`config.mk`:
```
export PLATFORM = sky130hd
export DESIGN_NAME = cmp_timer
export DESIGN_NICKNAME = d
export VERILOG_FILES = /design/src/rtl/ct_pkg.sv /design/src/rtl/ct_timebase.sv /design/src/rtl/ct_channel.sv /design/src/rtl/ct_regs.sv /design/src/rtl/cmp_timer.sv
export SDC_FILE = /design/constraint.sdc
export NUM_CORES = 1
export LEC_CHECK = 0
export BUFFER_PORTS_ARGS = -buffer_cell sky130_fd_sc_hd__clkbuf_2
export CAP_MARGIN = 20
export CORE_MARGIN = 5
export CORE_UTILIZATION = 35
export CTS_CLUSTER_DIAMETER = 200
export DETAILED_ROUTE_END_ITERATION = 10
export GPL_TIMING_DRIVEN = 0
export HOLD_SLACK_MARGIN = 0.08
export SYNTH_ARGS = -nofsm -noshare
export SYNTH_HDL_FRONTEND = slang
export SYNTH_SLANG_ARGS = --single-unit
```
`constraint.sdc`:
```
create_clock -name clk -period 8.7 [get_ports clk]
set_clock_uncertainty 0.15 [all_clocks]
set_input_delay 1.74 -clock clk [delete_from_list [all_inputs] [get_ports clk]]
set_output_delay 1.74 -clock clk [all_outputs]
set_load 0.01 [all_outputs]
```
`src/rtl/ct_pkg.sv`:
```
package ct_pkg;
  localparam int CT_NCH     = 5;
  localparam int CT_DW      = 32;
  localparam int CT_AW      = 8;
  localparam int CT_KW      = 5;   // kept compare/mask bits (top of word)
  localparam int CT_OUT_LSB = 27;  // pin field low bit
  localparam int CT_IRQ_LSB = 11;  // interrupt field low bit

  localparam int OFF_TB   = 'h00;
  localparam int OFF_OEN  = 'h04;
  localparam int OFF_LVL  = 'h08;
  localparam int OFF_IMSK = 'h0C;
  localparam int OFF_SSET = 'h10;
  localparam int OFF_SCLR = 'h14;
  localparam int OFF_IEN  = 'h18;
  localparam int OFF_CMP  = 'h80;
  localparam int OFF_MSK  = 'hC0;
endpackage

```
`src/rtl/ct_timebase.sv`:
```
module ct_timebase #(
  parameter int DW = 32
) (
  input  logic          clk,
  input  logic          rst_n,
  input  logic          load,
  input  logic [DW-1:0] load_val,
  output logic [DW-1:0] count
);
  logic [DW-1:0] count_n;

  always_comb begin
    count_n = load ? load_val : count + 1'b1;
  end

  always_ff @(posedge clk or negedge rst_n) begin
    if (!rst_n) count <= '0;
    else        count <= count_n;
  end

  // free running count
  a_r2_count: assert property (@(posedge clk) disable iff (!rst_n)
    !load |=> count == $past(count) + 1'b1);
  // load value lands
  a_r2_load: assert property (@(posedge clk) disable iff (!rst_n)
    load |=> count == $past(load_val));
endmodule

```
`src/rtl/ct_channel.sv`:
```
module ct_channel #(
  parameter int DW = 32,
  parameter int KW = 5
) (
  input  logic          clk,
  input  logic          rst_n,
  input  logic [DW-1:0] tb,
  input  logic [KW-1:0] cmp_val,
  input  logic [KW-1:0] mask_val,
  input  logic          oe,
  input  logic          lvl,
  output logic          pin,
  output logic          rise
);
  logic match_c;
  logic match_q;

  always_comb begin
    match_c = ((tb[DW-1 -: KW] ^ cmp_val) & mask_val) == '0;
  end

  always_ff @(posedge clk or negedge rst_n) begin
    if (!rst_n) match_q <= 1'b0;
    else        match_q <= match_c;
  end

  assign rise = match_c & ~match_q;
  assign pin  = oe & ~(match_q ^ lvl);
endmodule

```
`src/rtl/ct_regs.sv`:
```
module ct_regs
  import ct_pkg::*;
#(
  parameter int DW      = CT_DW,
  parameter int AW      = CT_AW,
  parameter int NCH     = CT_NCH,
  parameter int KW      = CT_KW,
  parameter int OUT_LSB = CT_OUT_LSB,
  parameter int IRQ_LSB = CT_IRQ_LSB
) (
  input  logic                   clk,
  input  logic                   rst_n,
  input  logic                   bus_sel,
  input  logic                   bus_we,
  input  logic [AW-1:0]          bus_addr,
  input  logic [DW-1:0]          bus_wdata,
  output logic [DW-1:0]          bus_rdata,
  output logic                   bus_rvalid,
  input  logic [DW-1:0]          tb,
  input  logic [NCH-1:0]         rise,
  output logic                   tb_load,
  output logic [DW-1:0]          tb_val,
  output logic [NCH-1:0]         oen,
  output logic [NCH-1:0]         lvl,
  output logic [NCH-1:0]         imsk,
  output logic [NCH-1:0]         ien,
  output logic [NCH-1:0]         status,
  output logic [NCH-1:0][KW-1:0] cmp,
  output logic [NCH-1:0][KW-1:0] msk
);
  logic                   aligned, wr, rd, hit;
  logic [NCH-1:0]         wb_out, wb_irq;
  logic [DW-1:0]          rd_n;
  logic [NCH-1:0]         oen_n, lvl_n, imsk_n, ien_n, st_n;
  logic [NCH-1:0][KW-1:0] cmp_n, msk_n;

  assign tb_val = bus_wdata;

  always_comb begin
    aligned = bus_addr[1:0] == 2'b00;
    wr      = bus_sel & bus_we & aligned;
    rd      = bus_sel & ~bus_we;
    wb_out  = bus_wdata[OUT_LSB +: NCH];
    wb_irq  = bus_wdata[IRQ_LSB +: NCH];
    oen_n   = oen;
    lvl_n   = lvl;
    imsk_n  = imsk;
    ien_n   = ien;
    st_n    = status;
    cmp_n   = cmp;
    msk_n   = msk;
    tb_load = 1'b0;
    hit     = 1'b0;
    rd_n    = '0;
    if (aligned) begin
      if (bus_addr == AW'(OFF_TB)) begin
        hit = 1'b1; rd_n = tb; tb_load = wr;
      end
      if (bus_addr == AW'(OFF_OEN)) begin
        hit = 1'b1; rd_n[OUT_LSB +: NCH] = oen;
        if (wr) oen_n = wb_out;
      end
      if (bus_addr == AW'(OFF_LVL)) begin
        hit = 1'b1; rd_n[OUT_LSB +: NCH] = lvl;
        if (wr) lvl_n = wb_out;
      end
      if (bus_addr == AW'(OFF_IMSK)) begin
        hit = 1'b1; rd_n[IRQ_LSB +: NCH] = imsk;
        if (wr) imsk_n = wb_irq;
      end
      if (bus_addr == AW'(OFF_SSET)) begin
        hit = 1'b1; rd_n[IRQ_LSB +: NCH] = status;
        if (wr) st_n = status | wb_irq;
      end
      if (bus_addr == AW'(OFF_SCLR)) begin
        hit = 1'b1; rd_n[IRQ_LSB +: NCH] = status;
        if (wr) st_n = status & ~wb_irq;
      end
      if (bus_addr == AW'(OFF_IEN)) begin
        hit = 1'b1; rd_n[IRQ_LSB +: NCH] = ien;
        if (wr) ien_n = wb_irq;
      end
      for (int n = 0; n < NCH; n++) begin
        if (bus_addr == AW'(OFF_CMP + 4*n)) begin
          hit = 1'b1; rd_n[DW-1 -: KW] = cmp[n];
          if (wr) cmp_n[n] = bus_wdata[DW-1 -: KW];
        end
        if (bus_addr == AW'(OFF_MSK + 4*n)) begin
          hit = 1'b1; rd_n[DW-1 -: KW] = msk[n];
          if (wr) msk_n[n] = bus_wdata[DW-1 -: KW];
        end
      end
    end
    // hardware event wins over a same-cycle clear
    st_n = st_n | (rise & ien);
  end

  always_ff @(posedge clk or negedge rst_n) begin
    if (!rst_n) begin
      oen    <= '0;
      lvl    <= '0;
      imsk   <= '0;
      ien    <= '0;
      status <= '0;
      cmp    <= '0;
      msk    <= '0;
    end else begin
      if (wr) begin
        oen  <= oen_n;
        lvl  <= lvl_n;
        imsk <= imsk_n;
        ien  <= ien_n;
        cmp  <= cmp_n;
        msk  <= msk_n;
      end
      status <= st_n;
    end
  end

  always_ff @(posedge clk or negedge rst_n) begin
    if (!rst_n) begin
      bus_rdata  <= '0;
      bus_rvalid <= 1'b0;
    end else begin
      bus_rvalid <= rd;
      if (rd) bus_rdata <= hit ? rd_n : '0;
    end
  end

  // set-write bits present next cycle
  a_r7_set: assert property (@(posedge clk) disable iff (!rst_n)
    (bus_sel && bus_we && bus_addr == AW'(OFF_SSET))
      |=> ($past(bus_wdata[IRQ_LSB +: NCH]) & ~status) == '0);
  // cleared bits gone unless an event fired
  a_r8_clear: assert property (@(posedge clk) disable iff (!rst_n)
    (bus_sel && bus_we && bus_addr == AW'(OFF_SCLR))
      |=> (status & $past(bus_wdata[IRQ_LSB +: NCH] & ~(rise & ien))) == '0);
  // enabled match start latches status
  a_r6_event: assert property (@(posedge clk) disable iff (!rst_n)
    (|(rise & ien)) |=> ($past(rise & ien) & ~status) == '0);
  // unmapped read returns zero
  a_r10_unmapped: assert property (@(posedge clk) disable iff (!rst_n)
    (bus_sel && !bus_we && !hit) |=> (bus_rvalid && bus_rdata == '0));
endmodule

```
`src/rtl/cmp_timer.sv`:
```
module cmp_timer
  import ct_pkg::*;
#(
  parameter int DW      = CT_DW,
  parameter int AW      = CT_AW,
  parameter int NCH     = CT_NCH,
  parameter int KW      = CT_KW,
  parameter int OUT_LSB = CT_OUT_LSB,
  parameter int IRQ_LSB = CT_IRQ_LSB
) (
  input  logic           clk,
  input  logic           rst_n,
  input  logic           bus_sel,
  input  logic           bus_we,
  input  logic [AW-1:0]  bus_addr,
  input  logic [DW-1:0]  bus_wdata,
  output logic [DW-1:0]  bus_rdata,
  output logic           bus_rvalid,
  output logic [NCH-1:0] tmr_out,
  output logic [NCH-1:0] tmr_irq
);
  logic [1:0]             rsync;
  logic                   rst_i_n;
  logic [DW-1:0]          tb, tb_val;
  logic                   tb_load;
  logic [NCH-1:0]         rise, oen, lvl, imsk, ien, status;
  logic [NCH-1:0][KW-1:0] cmp, msk;

  always_ff @(posedge clk or negedge rst_n) begin
    if (!rst_n) rsync <= 2'b00;
    else        rsync <= {rsync[0], 1'b1};
  end
  assign rst_i_n = rsync[1];

  ct_timebase #(.DW(DW)) u_tb (
    .clk(clk), .rst_n(rst_i_n), .load(tb_load), .load_val(tb_val), .count(tb)
  );

  ct_regs #(
    .DW(DW), .AW(AW), .NCH(NCH), .KW(KW), .OUT_LSB(OUT_LSB), .IRQ_LSB(IRQ_LSB)
  ) u_regs (
    .clk(clk), .rst_n(rst_i_n),
    .bus_sel(bus_sel), .bus_we(bus_we), .bus_addr(bus_addr),
    .bus_wdata(bus_wdata), .bus_rdata(bus_rdata), .bus_rvalid(bus_rvalid),
    .tb(tb), .rise(rise), .tb_load(tb_load), .tb_val(tb_val),
    .oen(oen), .lvl(lvl), .imsk(imsk), .ien(ien), .status(status),
    .cmp(cmp), .msk(msk)
  );

  for (genvar n = 0; n < NCH; n++) begin : g_ch
    ct_channel #(.DW(DW), .KW(KW)) u_ch (
      .clk(clk), .rst_n(rst_i_n), .tb(tb),
      .cmp_val(cmp[n]), .mask_val(msk[n]),
      .oe(oen[n]), .lvl(lvl[n]),
      .pin(tmr_out[n]), .rise(rise[n])
    );
  end

  assign tmr_irq = status & imsk;

  // zero mask written -> lines low next cycle
  a_r9_mask_off: assert property (@(posedge clk) disable iff (!rst_i_n)
    (bus_sel && bus_we && bus_addr == AW'(OFF_IMSK) &&
     bus_wdata[IRQ_LSB +: NCH] == '0) |=> tmr_irq == '0);
  // pins low while all enables are clear
  a_r1_pins_idle: assert property (@(posedge clk) disable iff (!rst_i_n)
    (oen == '0) |-> tmr_out == '0);
endmodule

```
# Word level (Yosys, flattened, before mapping)
# Index checks and enable logic that the tools add are counted.
# word_totals
ff_bits,147
latchBits,0
mem_bits_rw,0
romBits,0
out_inout_bits,43
memories,0
# op_classes
add_sub_neg,1
mul,0
n_div,0
n_lt_le_gt_ge,0
n_eq_ne,16
n_shift,0
muxes,45
n_bitwise,45
n_reduce_logical,21
# ops
cell,count
$mux 32,4
$mux 5,21
$eq 8x8->1 const B,10
$reduce_and 3->1,14
$and 5x5->5,8
$add 32x1->32 const B,1
$logic_not 5->1,5
$xor 5x5->5,5
$eq 8x5->1 const B,3
$mux 1,20
$eq 8x4->1 const B,2
$and 1x1->1,13
$not 1->1,11
$or 5x5->5,2
$eq 8x3->1 const B,1
$logic_not 8->1,1
$not 5->5,1
$xor 1x1->1,5
$logic_not 2->1,1

# Longest topological paths before layout
# Gate-level depths: netlist of run 1.
# depth
depth_word,20
depth_mapped,8
mapped_depth_nobuf,6

# Cells and area by module
# Synthesis of run 1 repeated with hierarchy kept, for this count alone.
# unflattened
cells_unflattened,767
area_unflattened_um2,8206.6
# modules_own_cells
module,n_inst,cells_each,area_per_inst_um2
ct_regs,1,495,5625.4
ct_timebase,1,204,1814.2
ct_channel,5,12,136.4
cmp_timer,1,8,85.1

# Least setup slack after synthesis of run 1
# Ideal clock, no wire load.
# synth_timing
path_kind,in2reg
startpoint,input bus_addr[5]
endpoint,register u_regs.cmp[5] (netlist name)
setup_ns,0.125
arrival_time_ns,3.091
required_time_ns,8.425
path_slack_ns,5.335
cell_stages,5
path_buffers,2
path_cell_list,buf_2 -> or3b_1 -> buf_4 -> nor4_4 -> mux2_2
# synth_between
elab_chain_len,2
# synth_lines
element,line_no,rtl
"start, declared",cmp_timer.sv:15,"input logic [AW-1:0] bus_addr,"
$eq 8x8->1,ct_regs.sv:84,if (bus_addr == AW'(OFF_CMP + 4*n)) begin
$reduce_and 3->1 (no source line),-,
"end signal, assigned",ct_regs.sv:113,cmp <= cmp_n;
"end, declared",ct_regs.sv:28,"output logic [NCH-1:0][KW-1:0] cmp,"
# Every way passes these cells.
# A chain may end at the register's enable or synchronous reset.

# Worst setup path after layout of run 1
# layout_timing
startpoint,input bus_addr[6]
endpoint,register u_tb.count[17]
# layout_between
elab_chain_len,4
# layout_lines
element,line_no,rtl
$logic_not 8->1,ct_regs.sv:56,if (bus_addr == AW'(OFF_TB)) begin
$mux 1,ct_regs.sv:56,
$mux 1,ct_regs.sv:55,if (aligned) begin
$mux 32,ct_timebase.sv:13,count_n = load ? load_val : count + 1'b1;
net u_tb.count_n[17],ct_timebase.sv:10,logic [DW-1:0] count_n;
"end signal, assigned",ct_timebase.sv:18,else count <= count_n;
"end, declared",ct_timebase.sv:8,output logic [DW-1:0] count
# The timed path passes the listed nets, and every way through them passes these cells.

==> results.sh, run 1 <==
export IMPL_fmaxAchievable_mhz=284
export IMPL_diodes=0
export IMPL_die_h_um=159
export IMPL_antenna_found_initial=0
export IMPL_numCtsBuffers=17
export IMPL_cp_slowest_cell="nor4_2"
export IMPL_crit_fanout=10
export IMPL_worstReg2RegStart="u_tb.count[27]$_DFF_PN0_"
export IMPL_syn_area_um2=7800
export IMPL_synth_fp_nets=801
export IMPL_path_clk_slew_ns=0.06
export IMPL_worst_slack_ns=5.18
export IMPL_cts_num_sinks=147
export IMPL_slowest_delay_ns=0.60
export IMPL_rsz0062_at_grt="no"
export IMPL_power_density_nw_per_um2=171
export IMPL_cts_tree="built"
export IMPL_start_kind="input port"
export IMPL_r2r_end="u_tb.count[31]$_DFF_PN0_"
export IMPL_clk_path_buf_depth=2
export IMPL_relSlewSlack=0.446
export IMPL_leakage_nw=4.16
export IMPL_ys_seq_area_frac=0.472
export IMPL_synth_top_area_frac=0.472
export IMPL_placed_cells=1118
export IMPL_finalHoldViolations=0
export IMPL_period_minus_slack_ns=3.52
export IMPL_n_fill_cell=2241
export IMPL_min_path_type="flop to flop"
export IMPL_vdd_drop_max_mv=0.108
export IMPL_rrSetupSlack_ns=6.51
export IMPL_die_area_um2=25400
export IMPL_cts_root_buffer="clkbuf_16"
export IMPL_final_cell_count_no_fill=1146
export IMPL_syn_avg_cell_area_um2=10.3
export IMPL_syn_inst=756
export IMPL_dr_pass1_iters=6
export IMPL_area_delta_synth_final_pct=17.3
export IMPL_p_total_mw=1.56
export IMPL_routedWlPerCell_um=19.7
export IMPL_ctsResizeCount=0
export IMPL_ctsHoldBuffers=0
export IMPL_core_um2=21900
export IMPL_critPathRequiredTime_ns=8.83
export IMPL_slew_violations=0
export IMPL_preCtsSetupSlack_ns=4.70
export IMPL_synth_top_cell_by_area="dfrtp_1"
export IMPL_synthFlopType="dfrtp_1"
export IMPL_groute_usage_overall=0.176
export IMPL_setup_viol=0
export IMPL_chipWidth_um=159
export IMPL_tightest_slew_ns=0.830
export IMPL_timing_final_crit_share=0.405
export IMPL_hold_path_depth=0
export IMPL_holdPathEnd="rsync[1]$_DFF_PN0_"
export IMPL_dpl_hpwl_mm=16.3
export IMPL_rr_worst_depth=6
export IMPL_route_detailed_drc=0
export IMPL_drt_iter0_markers=630
export IMPL_layout_drive_gt1_share=0.271
export IMPL_critical_path_class="input port to flop"
export IMPL_clk_insertion_delay_late_ns=0.42
export IMPL_cp_arrival_ns=3.65
export IMPL_crit_path_end_kind="flop"
export IMPL_ys_ff_latch=147
export IMPL_via_per_inst=5.45
export IMPL_ys_types=64
export IMPL_synthTopCellsByArea="dfrtp_1 (47%), mux2_2 (10%), xor2_1 (5.5%)"
export IMPL_via_count=6251
export IMPL_cts_setup_buffers=0
export IMPL_synthTopCellsByCount="dfrtp_1 (147), nand2_1 (93), mux2_2 (70)"
export IMPL_start_util=0.356
export IMPL_hp_start="rsync[0]$_DFF_PN0_"
export IMPL_grt_pass1_wl_mm=35.9
export IMPL_rows=54
export IMPL_synth_warnings=0
export IMPL_grt_pass1_vias=6313
export IMPL_max_cap_violations=0
export IMPL_grt_overflow=0
export IMPL_synth_edf_count=0
export IMPL_nNetsFinal=902
export IMPL_utilization=0.418
export IMPL_status="finished, final reports clean"
export IMPL_grt_max_degree=54
export IMPL_async_flop_share=1.00
export IMPL_htreeDepth=4
export IMPL_setup_tns_ns=0
export IMPL_pin_count=87
export IMPL_worstPathCellList="clkbuf_2 > buf_4 > nor4_2 > nand3_1 > buf_2 > nor2_1 > a21oi_1"
export IMPL_ant_nets=0
export IMPL_wirelength_mm=22.5
export IMPL_place_gp_congestion=0.921
export IMPL_io_buffers=80
export IMPL_yosysMostFrequentCell="dfrtp_1"
## final cells by class
class | instances | area (um^2) | area share
buffer | 51 | 272 | 0.0297
sequential | 147 | 3680 | 0.402
timing repair buffer | 82 | 448 | 0.0490
clock buffer | 22 | 464 | 0.0507
multi-input combinational | 551 | 3820 | 0.418
clock inverter | 6 | 82.6 | 0.00903
tap | 280 | 350 | 0.0383
inverter | 7 | 26.3 | 0.00287
## registers in the layout (all words and copies together), names as in the netlist
signal,count
u_regs.bus_rdata,32
u_regs.lvl,5
u_regs.msk,25
rsync,2
u_regs.imsk,5
u_regs.bus_rvalid,1
u_regs.status,5
g_ch.u_ch.match_q,5
u_regs.cmp,25
u_tb.count,32
u_regs.oen,5
u_regs.ien,5
## cell usage in the layout (no fill, tap or decap), drive strengths merged, types with 3 or more instances in the layout
master	instances
a211oi	4
a21o	7
a21oi	53
a222oi	10
a32oi	5
and2	17
and3	14
buf	30
clkbuf	125
clkinv	3
dfrtp	147
inv	7
mux2	76
mux2i	9
nand2	96
nand3	46
nand3b	3
nand4	16
nor2	50
nor2b	11
nor3	12
nor4	7
o21ai	13
o221ai	3
o22ai	4
o2bb2ai	5
o31a	4
xnor2	11
xor2	49
## stage by stage
step,hold WS [ns],area (um^2)
2_1_floorplan,0.181,7800
3_3_place_gp,0.186,8550
3_5_place_dp,0.195,8600
4_1_cts,0.208,9150
5_1_grt,0.215,9150
6_report,0.205,9150
## report_power, final
| part | switching, mW | internal, mW | total (mW) |
|---|---|---|---|
| registers | 0.0302 | 0.705 | 0.735 |
| clock network | 0.275 | 0.429 | 0.704 |
| logic | 0.0769 | 0.0479 | 0.125 |
| total | 0.382 | 1.18 | 1.56 |
## worst max path at each step
stage | start | to | slack, ns | depth (start not counted)
2_1_floorplan | rsync[1]$_DFF_PN0_ | g_ch[0].u_ch.match_q$_DFF_PN0_ | 4.15 | 0
3_3_place_gp | rsync[1]$_DFF_PN0_ | u_regs.status[1]$_DFF_PN0_ | 2.23 | 0
3_5_place_dp | bus_addr[6] | u_tb.count[0]$_DFF_PN0_ | 4.70 | 7
4_1_cts | bus_addr[6] | u_tb.count[0]$_DFF_PN0_ | 5.16 | 7
5_1_grt | bus_addr[6] | u_tb.count[0]$_DFF_PN0_ | 5.05 | 6
6_report | bus_addr[6] | u_tb.count[17]$_DFF_PN0_ | 5.18 | 7
## layer usage
| layer | global-route usage | vias to the layer above | share of wire |
|---|---|---|---|
| li1 | - | 2884 | - |
| met1 | 0.257 | 3105 | 0.48 |
| met2 | 0.267 | 233 | 0.45 |
| met3 | 0.0362 | 29 | 0.059 |
| met4 | 0.0477 | 0 | 0.017 |
| met5 | 0 | - | 0 |
## cell families after synthesis
group                      after synthesis  share of synthesized area
DFF                                    147                      0.472
AOI/OAI and AO/OA                      121                      0.102
xor gates and xnor gates                60                     0.0674
buffers and inverters                   58                     0.0382
other                                    1                   0.000481
adders and majority gates                1                    0.00160
and+or+nand+nor                        283                      0.195
muxes                                   85                      0.124
## critical path: cells and delay by family
family / cells / cell delay, ns
AO/OA/AOI/OAI: 1 / 0.07
AND/OR/NAND/NOR: 3 / 1.22
buffers and inverters: 3 / 0.60
Power figures use the tool's default switching activity.
==> inputs of run 2 (changes only) <==
Clock period 8.7 ns to 3.5 ns, I/O delays scaled along.
==> run 2 against run 1 <==
Count of clock-buffer cells in the layout fell by 5. Sequential power rose by 150%. Die area did not move. Sequential cell count did not move. Sequential share of layout area fell by 0.077 points. First-iteration DRC count fell by 18%. Global-route usage barely moved. Core utilization rose by 0.080 points. Critical path depth did not move. Setup slack got worse by 4.2 ns. Cell area rose by 0.19%. Combinational power rose to 2.5 times the previous value. Highest routed layer unchanged.
==> results.sh, run 2 (synthesis gave the netlist of run 1 again) <==
export IMPL_status="finished, final reports clean"
export IMPL_n_fill_cell=2196
export IMPL_period_minus_slack_ns=2.50
export IMPL_cts_root_buffer="clkbuf_16"
export IMPL_numCtsBuffers=17
export IMPL_rows=54
export IMPL_finalHoldViolations=0
export IMPL_cp_slowest_cell="nor4_2"
export IMPL_cts_num_sinks=147
export IMPL_worst_slack_ns=0.997
export IMPL_cp_arrival_ns=2.63
export IMPL_place_gp_congestion=0.925
export IMPL_route_met3_wl_mm=1.28
export IMPL_vdd_drop_max_mv=0.251
export IMPL_r2r_end="u_regs.bus_rdata[27]$_DFFE_PN0P_"
export IMPL_timing_final_crit_share=0.715
export IMPL_tightest_slew_ns=0.851
export IMPL_rr_worst_depth=6
export IMPL_biggestRegsByFlops="u_regs.bus_rdata x32, u_tb.count x32"
export IMPL_clk_path_buf_depth=2
export IMPL_via_per_inst=5.43
export IMPL_min_path_type="flop to async pin"
export IMPL_rrSetupSlack_ns=1.31
export IMPL_power_density_nw_per_um2=421
export IMPL_via_count=6253
export IMPL_start_kind="input port"
export IMPL_diodes=0
export IMPL_grt_overflow=0
export IMPL_worstPathCellList="clkbuf_2 > buf_4 > nor4_2 > nand3_1 > buf_2 > nor2_1 > a21oi_1"
export IMPL_die_h_um=159
export IMPL_top_layer_used="met4"
export IMPL_dpl_hpwl_mm=16.4
export IMPL_path_clk_slew_ns=0.06
export IMPL_rsz0062_at_grt="no"
export IMPL_start_util=0.356
export IMPL_groute_usage_overall=0.177
export IMPL_ant_nets=0
export IMPL_crit_fanout=10
export IMPL_whs_ns=0.177
export IMPL_fmaxAchievable_mhz=399
export IMPL_pin_count=87
export IMPL_cts_tree="built"
export IMPL_critPathRequiredTime_ns=3.63
export IMPL_nNetsFinal=903
export IMPL_grt_pass1_vias=6289
export IMPL_grt_pass1_wl_mm=36.1
export IMPL_crit_end="u_tb.count[16]$_DFF_PN0_"
export IMPL_grt_max_degree=55
export IMPL_wl_met2_mm=9.95
export IMPL_preCtsSetupSlack_ns=0.583
export IMPL_slew_violations=0
export IMPL_drt_iter0_markers=514
export IMPL_route_detailed_drc=0
export IMPL_layout_commonest_cell="dfrtp_1"
export IMPL_crit_path_end_kind="flop"
export IMPL_core_um2=21900
export IMPL_setup_tns_ns=0
export IMPL_dr_pass1_iters=7
export IMPL_clk_insertion_delay_late_ns=0.42
export IMPL_critical_path_class="input port to flop"
export IMPL_layout_drive_gt1_share=0.278
export IMPL_drt_met1_wl_mm=10.8
export IMPL_multi_input_area_um2=3820
export IMPL_area_delta_synth_final_pct=17.5
export IMPL_wirelength_mm=22.6
export IMPL_leakage_nw=4.17
export IMPL_chipWidth_um=159
export IMPL_crit_start="bus_addr[6]"
export IMPL_die_area_um2=25400
export IMPL_max_cap_violations=0
export IMPL_antenna_found_initial=0
export IMPL_routedWlPerCell_um=19.6
export IMPL_worstReg2RegStart="u_tb.count[27]$_DFF_PN0_"
export IMPL_place_area_um2=8610
export IMPL_relSlewSlack=0.433
export IMPL_mostFrequentLayoutCells="dfrtp_1 (146), nand2_1 (93), clkbuf_2 (82), mux2_2 (70), a21oi_1 (53)"
export IMPL_ctsResizeCount=0
export IMPL_final_cell_area_um2=9170
export IMPL_io_buffers=80
export IMPL_setup_viol=0
export IMPL_slowest_delay_ns=0.60
export IMPL_seq_area_um2=3680
export IMPL_htreeDepth=4
[run 2: per-layer routing]
metal | global-route usage | vias to the layer above
li1 | - | 2893
met1 | 0.259 | 3092
met2 | 0.262 | 225
met3 | 0.0370 | 43
met4 | 0.0547 | 0
met5 | 0 | -
[run 2: how the worst min path moves through the flow]
stage	cells past startpoint	to	slack, ns
floorplan	0	rsync[1]$_DFF_PN0_	0.18
global placement	0	rsync[1]$_DFF_PN0_	0.19
detailed placement	0	rsync[1]$_DFF_PN0_	0.19
CTS	0	u_regs.cmp[19]$_DFFE_PN0P_	0.20
global route	0	rsync[1]$_DFF_PN0_	0.22
finish	0	u_regs.cmp[20]$_DFFE_PN0P_	0.18
[run 2: power by group]
group	switching [mW]	internal (mW)
sequential	0.0712	1.75
clock	0.792	0.925
combinational	0.197	0.121
total	1.06	2.80
[run 2: worst max-delay path: cells and delay by family]
kind,cells,cell delay (ns)
and+or+nand+nor,3,1.23
AOI/OAI and AO/OA,1,0.07
buffers and inverters,3,0.63
[run 2: what timing repair did]
action,4_1_cts,5_1_grt
buffers inserted,0,0
hold buffers,1,0
endpoints found under the hold margin,2,0
[run 2: cell type report]
cell class                      count  share of cell area
Sequential cell                   147               0.402
Multi-Input combinational cell    551               0.417
Timing Repair Buffer               83              0.0508
Inverter                            7             0.00287
Tap cell                          280              0.0382
Clock inverter                     15              0.0132
Buffer                             51              0.0296
Clock buffer                       17              0.0464
[run 2: per-stage QoR]
stage                     total power, mW  cells   util
after floorplan                      2.04    756      -
after global placement               2.16   1116  0.391
after detailed placement             2.17   1118  0.393
after CTS                            3.90   1151  0.419
after global routing                 4.01   1151  0.419
final                                3.86   1151  0.419
